[config.mk]
export PLATFORM = sky130hd
export DESIGN_NAME = mouse_pkt_fifo
export DESIGN_NICKNAME = d
export VERILOG_FILES = /design/src/rtl/mpf_pkg.sv /design/src/rtl/mpf_sat.sv /design/src/rtl/mpf_packer.sv /design/src/rtl/mpf_ring.sv /design/src/rtl/mouse_pkt_fifo.sv
export SDC_FILE = /design/constraint.sdc
export NUM_CORES = 1
export LEC_CHECK = 0
export CAP_MARGIN = 20
export CORE_UTILIZATION = 40
export DETAILED_ROUTE_END_ITERATION = 7
export GPL_TIMING_DRIVEN = 0
export MAX_ROUTING_LAYER = met4
export SLEW_MARGIN = 40
export SYNTH_ARGS = -nofsm -noshare
export SYNTH_HDL_FRONTEND = slang
export SYNTH_SLANG_ARGS = --single-unit
[constraint.sdc]
create_clock -name clk -period 7.28 [get_ports clk]
set_clock_uncertainty 0.2 [all_clocks]
set_input_delay 1.456 -clock clk [delete_from_list [all_inputs] [get_ports clk]]
set_output_delay 1.456 -clock clk [all_outputs]
set_load 0.02 [all_outputs]
[src/rtl/mpf_pkg.sv]
package mpf_pkg;

    typedef enum logic [2:0] {
        S_IDLE = 3'd0,
        S_XMOT = 3'd1,
        S_YMOT = 3'd2,
        S_PAD1 = 3'd3,
        S_PAD2 = 3'd4
    } pk_state_e;

    localparam int unsigned BYTE_W    = 8;
    localparam logic [7:0]  START_IDLE = 8'h87;
    localparam logic [7:0]  PAD_BYTE   = 8'h00;

endpackage

[src/rtl/mpf_sat.sv]
module mpf_sat #(
    parameter int unsigned IW = 10
) (
    input  logic signed [IW-1:0] val,
    output logic        [7:0]    code
);
    localparam logic signed [IW-1:0] HI_LIM = IW'(127);
    localparam logic signed [IW-1:0] LO_LIM = -HI_LIM;

    always_comb begin
        if (val > HI_LIM) begin
            code = 8'h7F;
        end else if (val < LO_LIM) begin
            code = 8'h81;
        end else begin
            code = val[7:0];
        end
    end
endmodule

[src/rtl/mpf_packer.sv]
module mpf_packer #(
    parameter int unsigned MW = 9
) (
    input  logic                  clk,
    input  logic                  rst_n,
    input  logic                  clr,
    input  logic                  evt_valid,
    input  logic signed [MW-1:0]  evt_dx,
    input  logic signed [MW-1:0]  evt_dy,
    input  logic [2:0]            btns,
    output logic                  push_vld,
    output logic [7:0]            push_byte,
    output mpf_pkg::pk_state_e    state
);
    import mpf_pkg::*;

    localparam int unsigned EW = MW + 1;
    localparam int unsigned AXES = 2;

    pk_state_e st_q, st_nx;
    logic [7:0] x_q, y_q;
    logic [7:0] start_byte;
    logic       accept;

    logic signed [EW-1:0] axis_in  [AXES];
    logic        [7:0]    axis_out [AXES];

    always_comb begin
        axis_in[0] = {evt_dx[MW-1], evt_dx};
        axis_in[1] = -{evt_dy[MW-1], evt_dy};
    end

    for (genvar a = 0; a < AXES; a++) begin : g_axis
        mpf_sat #(.IW(EW)) sat_i (
            .val  (axis_in[a]),
            .code (axis_out[a])
        );
    end

    assign start_byte = START_IDLE ^ {5'b0, btns};
    assign accept     = (st_q == S_IDLE) && evt_valid;

    // state register
    always_ff @(posedge clk or negedge rst_n) begin
        if (!rst_n) begin
            st_q <= S_IDLE;
        end else if (clr) begin
            st_q <= S_IDLE;
        end else begin
            st_q <= st_nx;
        end
    end

    // captured motion bytes
    always_ff @(posedge clk or negedge rst_n) begin
        if (!rst_n) begin
            x_q <= '0;
            y_q <= '0;
        end else if (accept && !clr) begin
            x_q <= axis_out[0];
            y_q <= axis_out[1];
        end
    end

    // next state
    always_comb begin
        st_nx = st_q;
        unique case (st_q)
            S_IDLE: if (evt_valid) st_nx = S_XMOT;
            S_XMOT: st_nx = S_YMOT;
            S_YMOT: st_nx = S_PAD1;
            S_PAD1: st_nx = S_PAD2;
            S_PAD2: st_nx = S_IDLE;
            default: st_nx = S_IDLE;
        endcase
    end

    // outputs
    always_comb begin
        push_vld  = 1'b0;
        push_byte = PAD_BYTE;
        unique case (st_q)
            S_IDLE: begin
                push_vld  = evt_valid;
                push_byte = start_byte;
            end
            S_XMOT: begin
                push_vld  = 1'b1;
                push_byte = x_q;
            end
            S_YMOT: begin
                push_vld  = 1'b1;
                push_byte = y_q;
            end
            S_PAD1, S_PAD2: begin
                push_vld  = 1'b1;
                push_byte = PAD_BYTE;
            end
            default: begin
                push_vld  = 1'b0;
                push_byte = PAD_BYTE;
            end
        endcase
    end

    assign state = st_q;
endmodule

[src/rtl/mpf_ring.sv]
module mpf_ring #(
    parameter int unsigned DEPTH = 32
) (
    input  logic                          clk,
    input  logic                          rst_n,
    input  logic                          clr,
    input  logic                          push,
    input  logic [7:0]                    din,
    input  logic                          pop,
    output logic [7:0]                    dout,
    output logic                          not_empty,
    output logic [$clog2(DEPTH+1)-1:0]    count
);
    localparam int unsigned PW = (DEPTH > 1) ? $clog2(DEPTH) : 1;
    localparam int unsigned CW = $clog2(DEPTH + 1);
    localparam logic [PW-1:0] LAST = PW'(DEPTH - 1);
    localparam logic [CW-1:0] FULL = CW'(DEPTH);

    logic [7:0]    mem [DEPTH];
    logic [PW-1:0] wr_ptr, rd_ptr;
    logic [CW-1:0] cnt_q;
    logic          push_ok, pop_ok;

    assign push_ok = push && !clr && (cnt_q != FULL);
    assign pop_ok  = pop  && !clr && (cnt_q != '0);

    function automatic logic [PW-1:0] adv(input logic [PW-1:0] p);
        return (p == LAST) ? '0 : p + PW'(1);
    endfunction

    always_ff @(posedge clk or negedge rst_n) begin
        if (!rst_n) begin
            wr_ptr <= '0;
            rd_ptr <= '0;
            cnt_q  <= '0;
        end else if (clr) begin
            wr_ptr <= '0;
            rd_ptr <= '0;
            cnt_q  <= '0;
        end else begin
            if (push_ok) wr_ptr <= adv(wr_ptr);
            if (pop_ok)  rd_ptr <= adv(rd_ptr);
            unique case ({push_ok, pop_ok})
                2'b10:   cnt_q <= cnt_q + CW'(1);
                2'b01:   cnt_q <= cnt_q - CW'(1);
                default: cnt_q <= cnt_q;
            endcase
        end
    end

    always_ff @(posedge clk) begin
        if (push_ok) mem[wr_ptr] <= din;
    end

    assign not_empty = (cnt_q != '0);
    assign dout      = not_empty ? mem[rd_ptr] : 8'h00;
    assign count     = cnt_q;
endmodule

[src/rtl/mouse_pkt_fifo.sv]
module mouse_pkt_fifo #(
    parameter int unsigned DEPTH = 32,
    parameter int unsigned MW    = 9
) (
    input  logic                 clk,
    input  logic                 rst_n,
    input  logic                 clr,
    input  logic                 evt_valid,
    input  logic signed [MW-1:0] evt_dx,
    input  logic signed [MW-1:0] evt_dy,
    input  logic                 btn_left,
    input  logic                 btn_mid,
    input  logic                 btn_right,
    input  logic                 rd_en,
    output logic [7:0]           rd_data,
    output logic                 data_avail
);
    localparam int unsigned CW = $clog2(DEPTH + 1);

    mpf_pkg::pk_state_e pk_state;
    logic               push_vld;
    logic [7:0]         push_byte;
    logic [CW-1:0]      q_count;

    mpf_packer #(.MW(MW)) packer_i (
        .clk       (clk),
        .rst_n     (rst_n),
        .clr       (clr),
        .evt_valid (evt_valid),
        .evt_dx    (evt_dx),
        .evt_dy    (evt_dy),
        .btns      ({btn_left, btn_mid, btn_right}),
        .push_vld  (push_vld),
        .push_byte (push_byte),
        .state     (pk_state)
    );

    mpf_ring #(.DEPTH(DEPTH)) ring_i (
        .clk       (clk),
        .rst_n     (rst_n),
        .clr       (clr),
        .push      (push_vld),
        .din       (push_byte),
        .pop       (rd_en),
        .dout      (rd_data),
        .not_empty (data_avail),
        .count     (q_count)
    );
endmodule

# After elaboration in Yosys (flattened, before gate mapping)
# Memories as Yosys holds them, arrays and structs flattened.
# Cells that the tools add are included.
[totals]
ff_bits = 35
mem_bits_rw = 256
in_bits = 26
out_inout_bits = 9
word_cells = 60
mem_count = 1
[classes]
n_addsub = 5
order_cmp = 4
eq_ne = 10
mux = 20
bitwise_logic = 1
reduce_logical = 13
[mem_list]
columns = ["name", "words", "word_bits", "read_ports", "rd_clocked_by_memory_dff", "write_ports", "line", "source"]
rows = [
  ["ring_i.mem", 32, 8, 1, 0, 1, "mpf_ring.sv:19", "logic [7:0] mem [DEPTH];"],
]
[op_table]
columns = ["cell", "n"]
rows = [
  ["$mux W8", 5],
  ["$mux W5", 6],
  ["$pmux W8 S3", 1],
  ["$pmux W3 S4", 1],
  ["$pmux W6 S2", 1],
  ["$add A5 B1 Y5 const B", 2],
  ["$eq A5 B5 Y1 const B", 2],
  ["$gt A10 B8 Y1 const B", 1],
  ["$lt A10 B8 Y1 const B", 1],
  ["$neg A10 Y10", 1],
  ["$gt A9 B8 Y1 const B", 1],
  ["$lt A9 B8 Y1 const B", 1],
  ["$add A6 B1 Y6 const B", 1],
  ["$eq A3 B2 Y1 const B", 2],
  ["$logic_and A1 B1 Y1", 6],
  ["$mux W3", 2],
  ["$mux W6", 1],
  ["$ne A6 B6 Y1 const B", 1],
  ["$reduce_bool A6 Y1", 1],
  ["$sub A6 B1 Y6 const B", 1],
  ["$not A3 Y4", 1],
  ["$reduce_bool A2 Y1", 2],
  ["$reduce_or A4 Y1", 1],
  ["$eq A3 B1 Y1 const B", 1],
  ["9 further kinds", 10],
]

# Logic depth before layout (Yosys ltp)
# Gate-level depths: netlist of run 1.
[logic_depth]
ltp_word = 8
ltp_mapped = 11

# Modules after synthesis
# A second synthesis of run 1 with hierarchy kept.
[hier_totals]
hier_cells = 820
hier_area_um2 = 12687.2
[modules_own_cells]
columns = ["module", "instances", "cells_each", "area_each_um2"]
rows = [
  ["mpf_ring", 1, 653, 11244.5],
  ["mpf_packer", 1, 99, 1074.8],
  ["mpf_sat", 2, 34, 183.9],
]

# Worst setup path before layout of run 1
# Ideal clock, no wire load.
[synth_path]
path_kind = "input to register"
start = "input evt_valid"
end = "register ring_i.cnt_q[5] (netlist: ring_i.count[5])"
arrival_time_ns = 3.458
slack_ns = 3.538
path_stages = 9
path_buffers = 0
path_cell_list = "nor4_4 > nor3_2 > a211oi_4 > ha_1 > or3_1 > o21ai_0 > a21oi_1 > mux4_2 > o22ai_2"
[synth_between]
elab_chain_cells = 6
[synth_rtl]
columns = ["element", "line", "source"]
rows = [
  ["from (decl)", "mouse_pkt_fifo.sv:8", "input logic evt_valid,"],
  ["$pmux W1 S2 (*)", "mpf_packer.sv:82", "unique case (st_q)"],
  ["$logic_and A1 B1 Y1 (*) (2 in series)", "mpf_ring.sv:24", "assign push_ok = push && !clr && (cnt_q != FULL);"],
  ["$eq A2 B1 Y1 / $eq A2 B2 Y1 (equally long branches)", "mpf_ring.sv:43", "unique case ({push_ok, pop_ok})"],
  ["$pmux W6 S2", "mpf_ring.sv:43", ""],
  ["$mux W6", "mpf_ring.sv:36", "end else if (clr) begin"],
  ["to (signal assigned)", "mpf_ring.sv:44", "2'b10: cnt_q <= cnt_q + CW'(1);"],
  ["to (signal assigned)", "mpf_ring.sv:45", "2'b01: cnt_q <= cnt_q - CW'(1);"],
  ["to (signal assigned)", "mpf_ring.sv:46", "default: cnt_q <= cnt_q;"],
  ["to (decl)", "mpf_ring.sv:21", "logic [CW-1:0] cnt_q;"],
]
# Every way passes the cells marked *; elsewhere a longest branch is shown, timed or not.
# A chain may end at the register's enable or synchronous reset.

# Worst setup path in the final report of run 1
[layout_path]
start = "register ring_i.rd_ptr[1]"
end = "output rd_data[6]"
[layout_between]
elab_chain_cells = 2
[layout_rtl]
columns = ["element", "line", "source"]
rows = [
  ["from (decl)", "mpf_ring.sv:20", "logic [PW-1:0] wr_ptr, rd_ptr;"],
  ["from (signal assigned)", "mpf_ring.sv:42", "if (pop_ok) rd_ptr <= adv(rd_ptr);"],
  ["$mem_v2 Z32 W8", "--", ""],
  ["$mux W8", "mpf_ring.sv:56", "assign dout = not_empty ? mem[rd_ptr] : 8'h00;"],
  ["to (decl)", "mouse_pkt_fifo.sv:15", "output logic [7:0] rd_data,"],
]
# No other way between the ends.

==> impl_metrics.ini, run 1 <==
[placed_design]
dp_hpwl_um = 17900
port-buffer-count = 34
place_area_um2 = 13300
gp_congestion = 0.829

[route]
drc_errors = 0
avgViaCountPerCell = 5.46
vias = 6615
drt_iter0_markers = 650
routedWlPerCell_um = 21.5
drt-pass1-iter-count = 5
ant_nets = 0
wirelength_um = 26000

[synth]
syn_inst = 723
synth.distinct_cells = 66
yosysSeqAreaShare_pct = 69.7
syn_nets = 761
syn_avg_cell_area_um2 = 17.0
synth_edf_count = 256
async_reset_ff_share_pct = 12.0
synthFlopType = edfxtp_1
synth-seq-cells = 291
netlist_area_um2 = 12300
ys_warn_count = 0

[timing]
rsz0062_at_grt = false
finalHoldViolations = 0
setup_tns_ps = 0
holdWs_ps = 283
fmax_mhz = 186
relSlewSlack_pct = 43.2
setup_viol = 0
worstMarginPinSlew_ps = 853
maxSlewViolCount = 0
min_period_ps = 5390
fin_crit_sh_pct = 74.0

[pwr]
ir_worst_vdd_uv = 217
power.density_nw_per_um2 = 317
p_leak_uw = 0.00464
power_uw = 4540

[clock_network]
cts_setup_buffers = 0
htree_levels = 1
cts_buffers = 30
clockBufferDepth = 3
hold_buffers = 0
clock_tree.root_cell = clkbuf_16
cts_tree = done
clk-insertion-delay-late_ps = 550
cts-resized-gates = 0
cts_sinks = 291
clk_pin_slew_ps = 60

[setup_path]
critPathMaxFanout = 10
critPathLaunchType = register
critPathRequiredTime_ps = 5620
arrival_ps = 3730
rrSetupSlack_ps = 3950
critPathKind = reg -> out
worstSetupEndpointType = primary output

[global_route]
grt_max_degree = 36
grt_pass1_vias = 6551
grt_pass1_wl_um = 40200
antenna_found_initial = 0
gr-total-overflow = 0
track_usage_pct = 17.9

[die]
die-area_um2 = 31400
num_io_pins = 35
start_util_pct = 41.0
chipWidth_um = 177
core_area_um2 = 30000
dieHeight_um = 177
rows = 63

[cells_and_area]
fin_nets = 835
n_antenna_cell = 0
n_fill_cell = 2548
fin_util_pct = 47.8
finalInstanceArea_um2 = 14300
syn_to_final_growth_pct = 16.6
layout-drive-gt1-share_pct = 21.3

[worst_hold_path]
hold_path_class = reg -> reg

[status]
status = finished, final reports clean

[flow_run]
drv_cap = 0
-- worst max-delay path, cell delays in order, from the launching register on --
cell and delay [ps]:
dfrtp_1 340, clkbuf_1 210, clkbuf_1 680, mux4_2 430, nor2b_1 150, a211oi_1 410
a211oi_1 120, a21oi_1 230, nor2_1 60, clkdlybuf4s50_1 550
-- power by group --
part	leakage, uW	total [uW]	internal (uW)	switching, uW
Combinational	0.00139	1060	470	591
Clock	0.000465	1510	886	620
Sequential	0.00279	1970	1930	42.1
Total	0.00464	4540	3290	1250
-- layout by cell type, fill, tap and decap left out, types with 6 or more instances in the layout --
cell type | netlist | routed
o21ai_0 | 28 | 28
o22ai_1 | 6 | 6
clkbuf_1 | 20 | 26
ha_1 | 12 | 12
mux2i_1 | 8 | 8
nor2_4 | 1 | 9
nor2b_1 | 13 | 13
nand2_1 | 40 | 40
a211oi_1 | 16 | 16
a22oi_1 | 8 | 8
inv_1 | 12 | 12
nor2_2 | 0 | 10
and3_1 | 6 | 6
clkbuf_16 | 0 | 31
dfrtp_1 | 35 | 35
buf_2 | 10 | 10
edfxtp_1 | 256 | 256
clkdlybuf4s50_1 | 0 | 33
a21oi_1 | 26 | 26
nor2_1 | 70 | 52
mux4_2 | 73 | 73
buf_8 | 0 | 6
-- synth_stat cells (all sizes together) (3+ instances only) --
| cell | n | area (um^2) |
|---|---|---|
| nand3 | 5 | 25.0 |
| xnor2 | 3 | 26.3 |
| or4 | 3 | 26.3 |
| or3 | 3 | 18.8 |
| nand3b | 4 | 30.0 |
| nand2 | 41 | 156 |
| inv | 13 | 48.8 |
| nor2 | 71 | 274 |
| o21ai | 33 | 176 |
| buf | 17 | 87.6 |
| a211oi | 17 | 140 |
| a21oi | 27 | 139 |
| a31oi | 3 | 18.8 |
| edfxtp | 256 | 7690 |
| o22ai | 7 | 50.1 |
| and3 | 6 | 37.5 |
| nor3 | 7 | 45.0 |
| clkbuf | 20 | 75.1 |
| a22oi | 8 | 60.1 |
| mux2i | 8 | 80.1 |
| xor2 | 5 | 43.8 |
| mux4 | 73 | 1640 |
| or2 | 3 | 18.8 |
| nor2b | 13 | 81.3 |
| ha | 12 | 150 |
| dfrtp | 35 | 876 |
-- flip-flops by register name, indices dropped and copies added, names as in the netlist --
register	flops
ring_i.mem	256
packer_i.x_q	8
packer_i.y_q	8
ring_i.count	6
ring_i.rd_ptr	5
ring_i.wr_ptr	5
packer_i.state	3
-- area by class of cell --
cell class              count  area [um^2]  area share (%)
plain buffers              37          164            1.14
clock buffers              38          802            5.60
clock inverters            18          176            1.23
inverters                  13         48.8           0.341
multi-input cells         382         3600            25.1
flip-flops and latches    291         8560            59.8
well taps                 390          488            3.41
repair buffers             42          483            3.37
-- final timing paths --
kind                                endpoint              start  cells past startpoint
max                               rd_data[6]   ring_i.rd_ptr[1]                      9
min                          packer_i.x_q[1]    packer_i.x_q[1]                      2
max reg2reg                ring_i.mem[24][2]  packer_i.state[2]                      7
min reg2reg                  packer_i.x_q[1]    packer_i.x_q[1]                      2
max in group asynchronous   ring_i.rd_ptr[2]              rst_n                      1
min in group asynchronous    ring_i.count[0]              rst_n                      1
-- per-layer routing --
| metal | track usage, % | share of wire, % | vias to the layer above |
|---|---|---|---|
| met3 | 2.44 | 5.4 | 47 |
| met1 | 25.8 | 46 | 3349 |
| met5 | - | 0 | - |
| met4 | 4.10 | 2.3 | 0 |
| met2 | 27.0 | 47 | 174 |
| li1 | - | - | 3045 |
-- kinds of logic after synthesis --
family | after synthesis | share of synthesized area, %
xor gates and xnor gates | 8 | 0.570
muxes | 82 | 14.1
and+or+nand+nor | 164 | 6.44
buffers and inverters | 50 | 1.72
adders and majority gates | 12 | 1.22
DFF | 291 | 69.7
AOI/OAI and AO/OA | 116 | 6.26
-- stage by stage --
| step | cells | setup WS, ps |
|---|---|---|
| after detailed placement | 1155 | 2400 |
| after global placement | 1147 | 2420 |
| after floorplan | 723 | 3540 |
| after global routing | 1211 | 1740 |
| after CTS | 1211 | 1790 |
| final | 1211 | 1890 |
Power figures use the tool's default switching activity.
==> run 2: changes to the inputs <==
==> constraint.sdc (replaced) <==
create_clock -name clk -period 5.6 [get_ports clk]
set_clock_uncertainty 0.2 [all_clocks]
set_input_delay 1.12 -clock clk [delete_from_list [all_inputs] [get_ports clk]]
set_output_delay 1.12 -clock clk [all_outputs]
set_load 0.02 [all_outputs]
==> results of run 2 <==
The final DEF is identical to that of run 1. Status: finished, final reports clean.
Among the figures that moved: setup slack after placement 2400 ps -> 1060 ps; setup slack after layout 1890 ps -> 550 ps; register-to-register setup slack 3950 ps -> 2270 ps; total power 4540 uW -> 5900 uW; worst IR drop on VDD 217 uV -> 282 uV
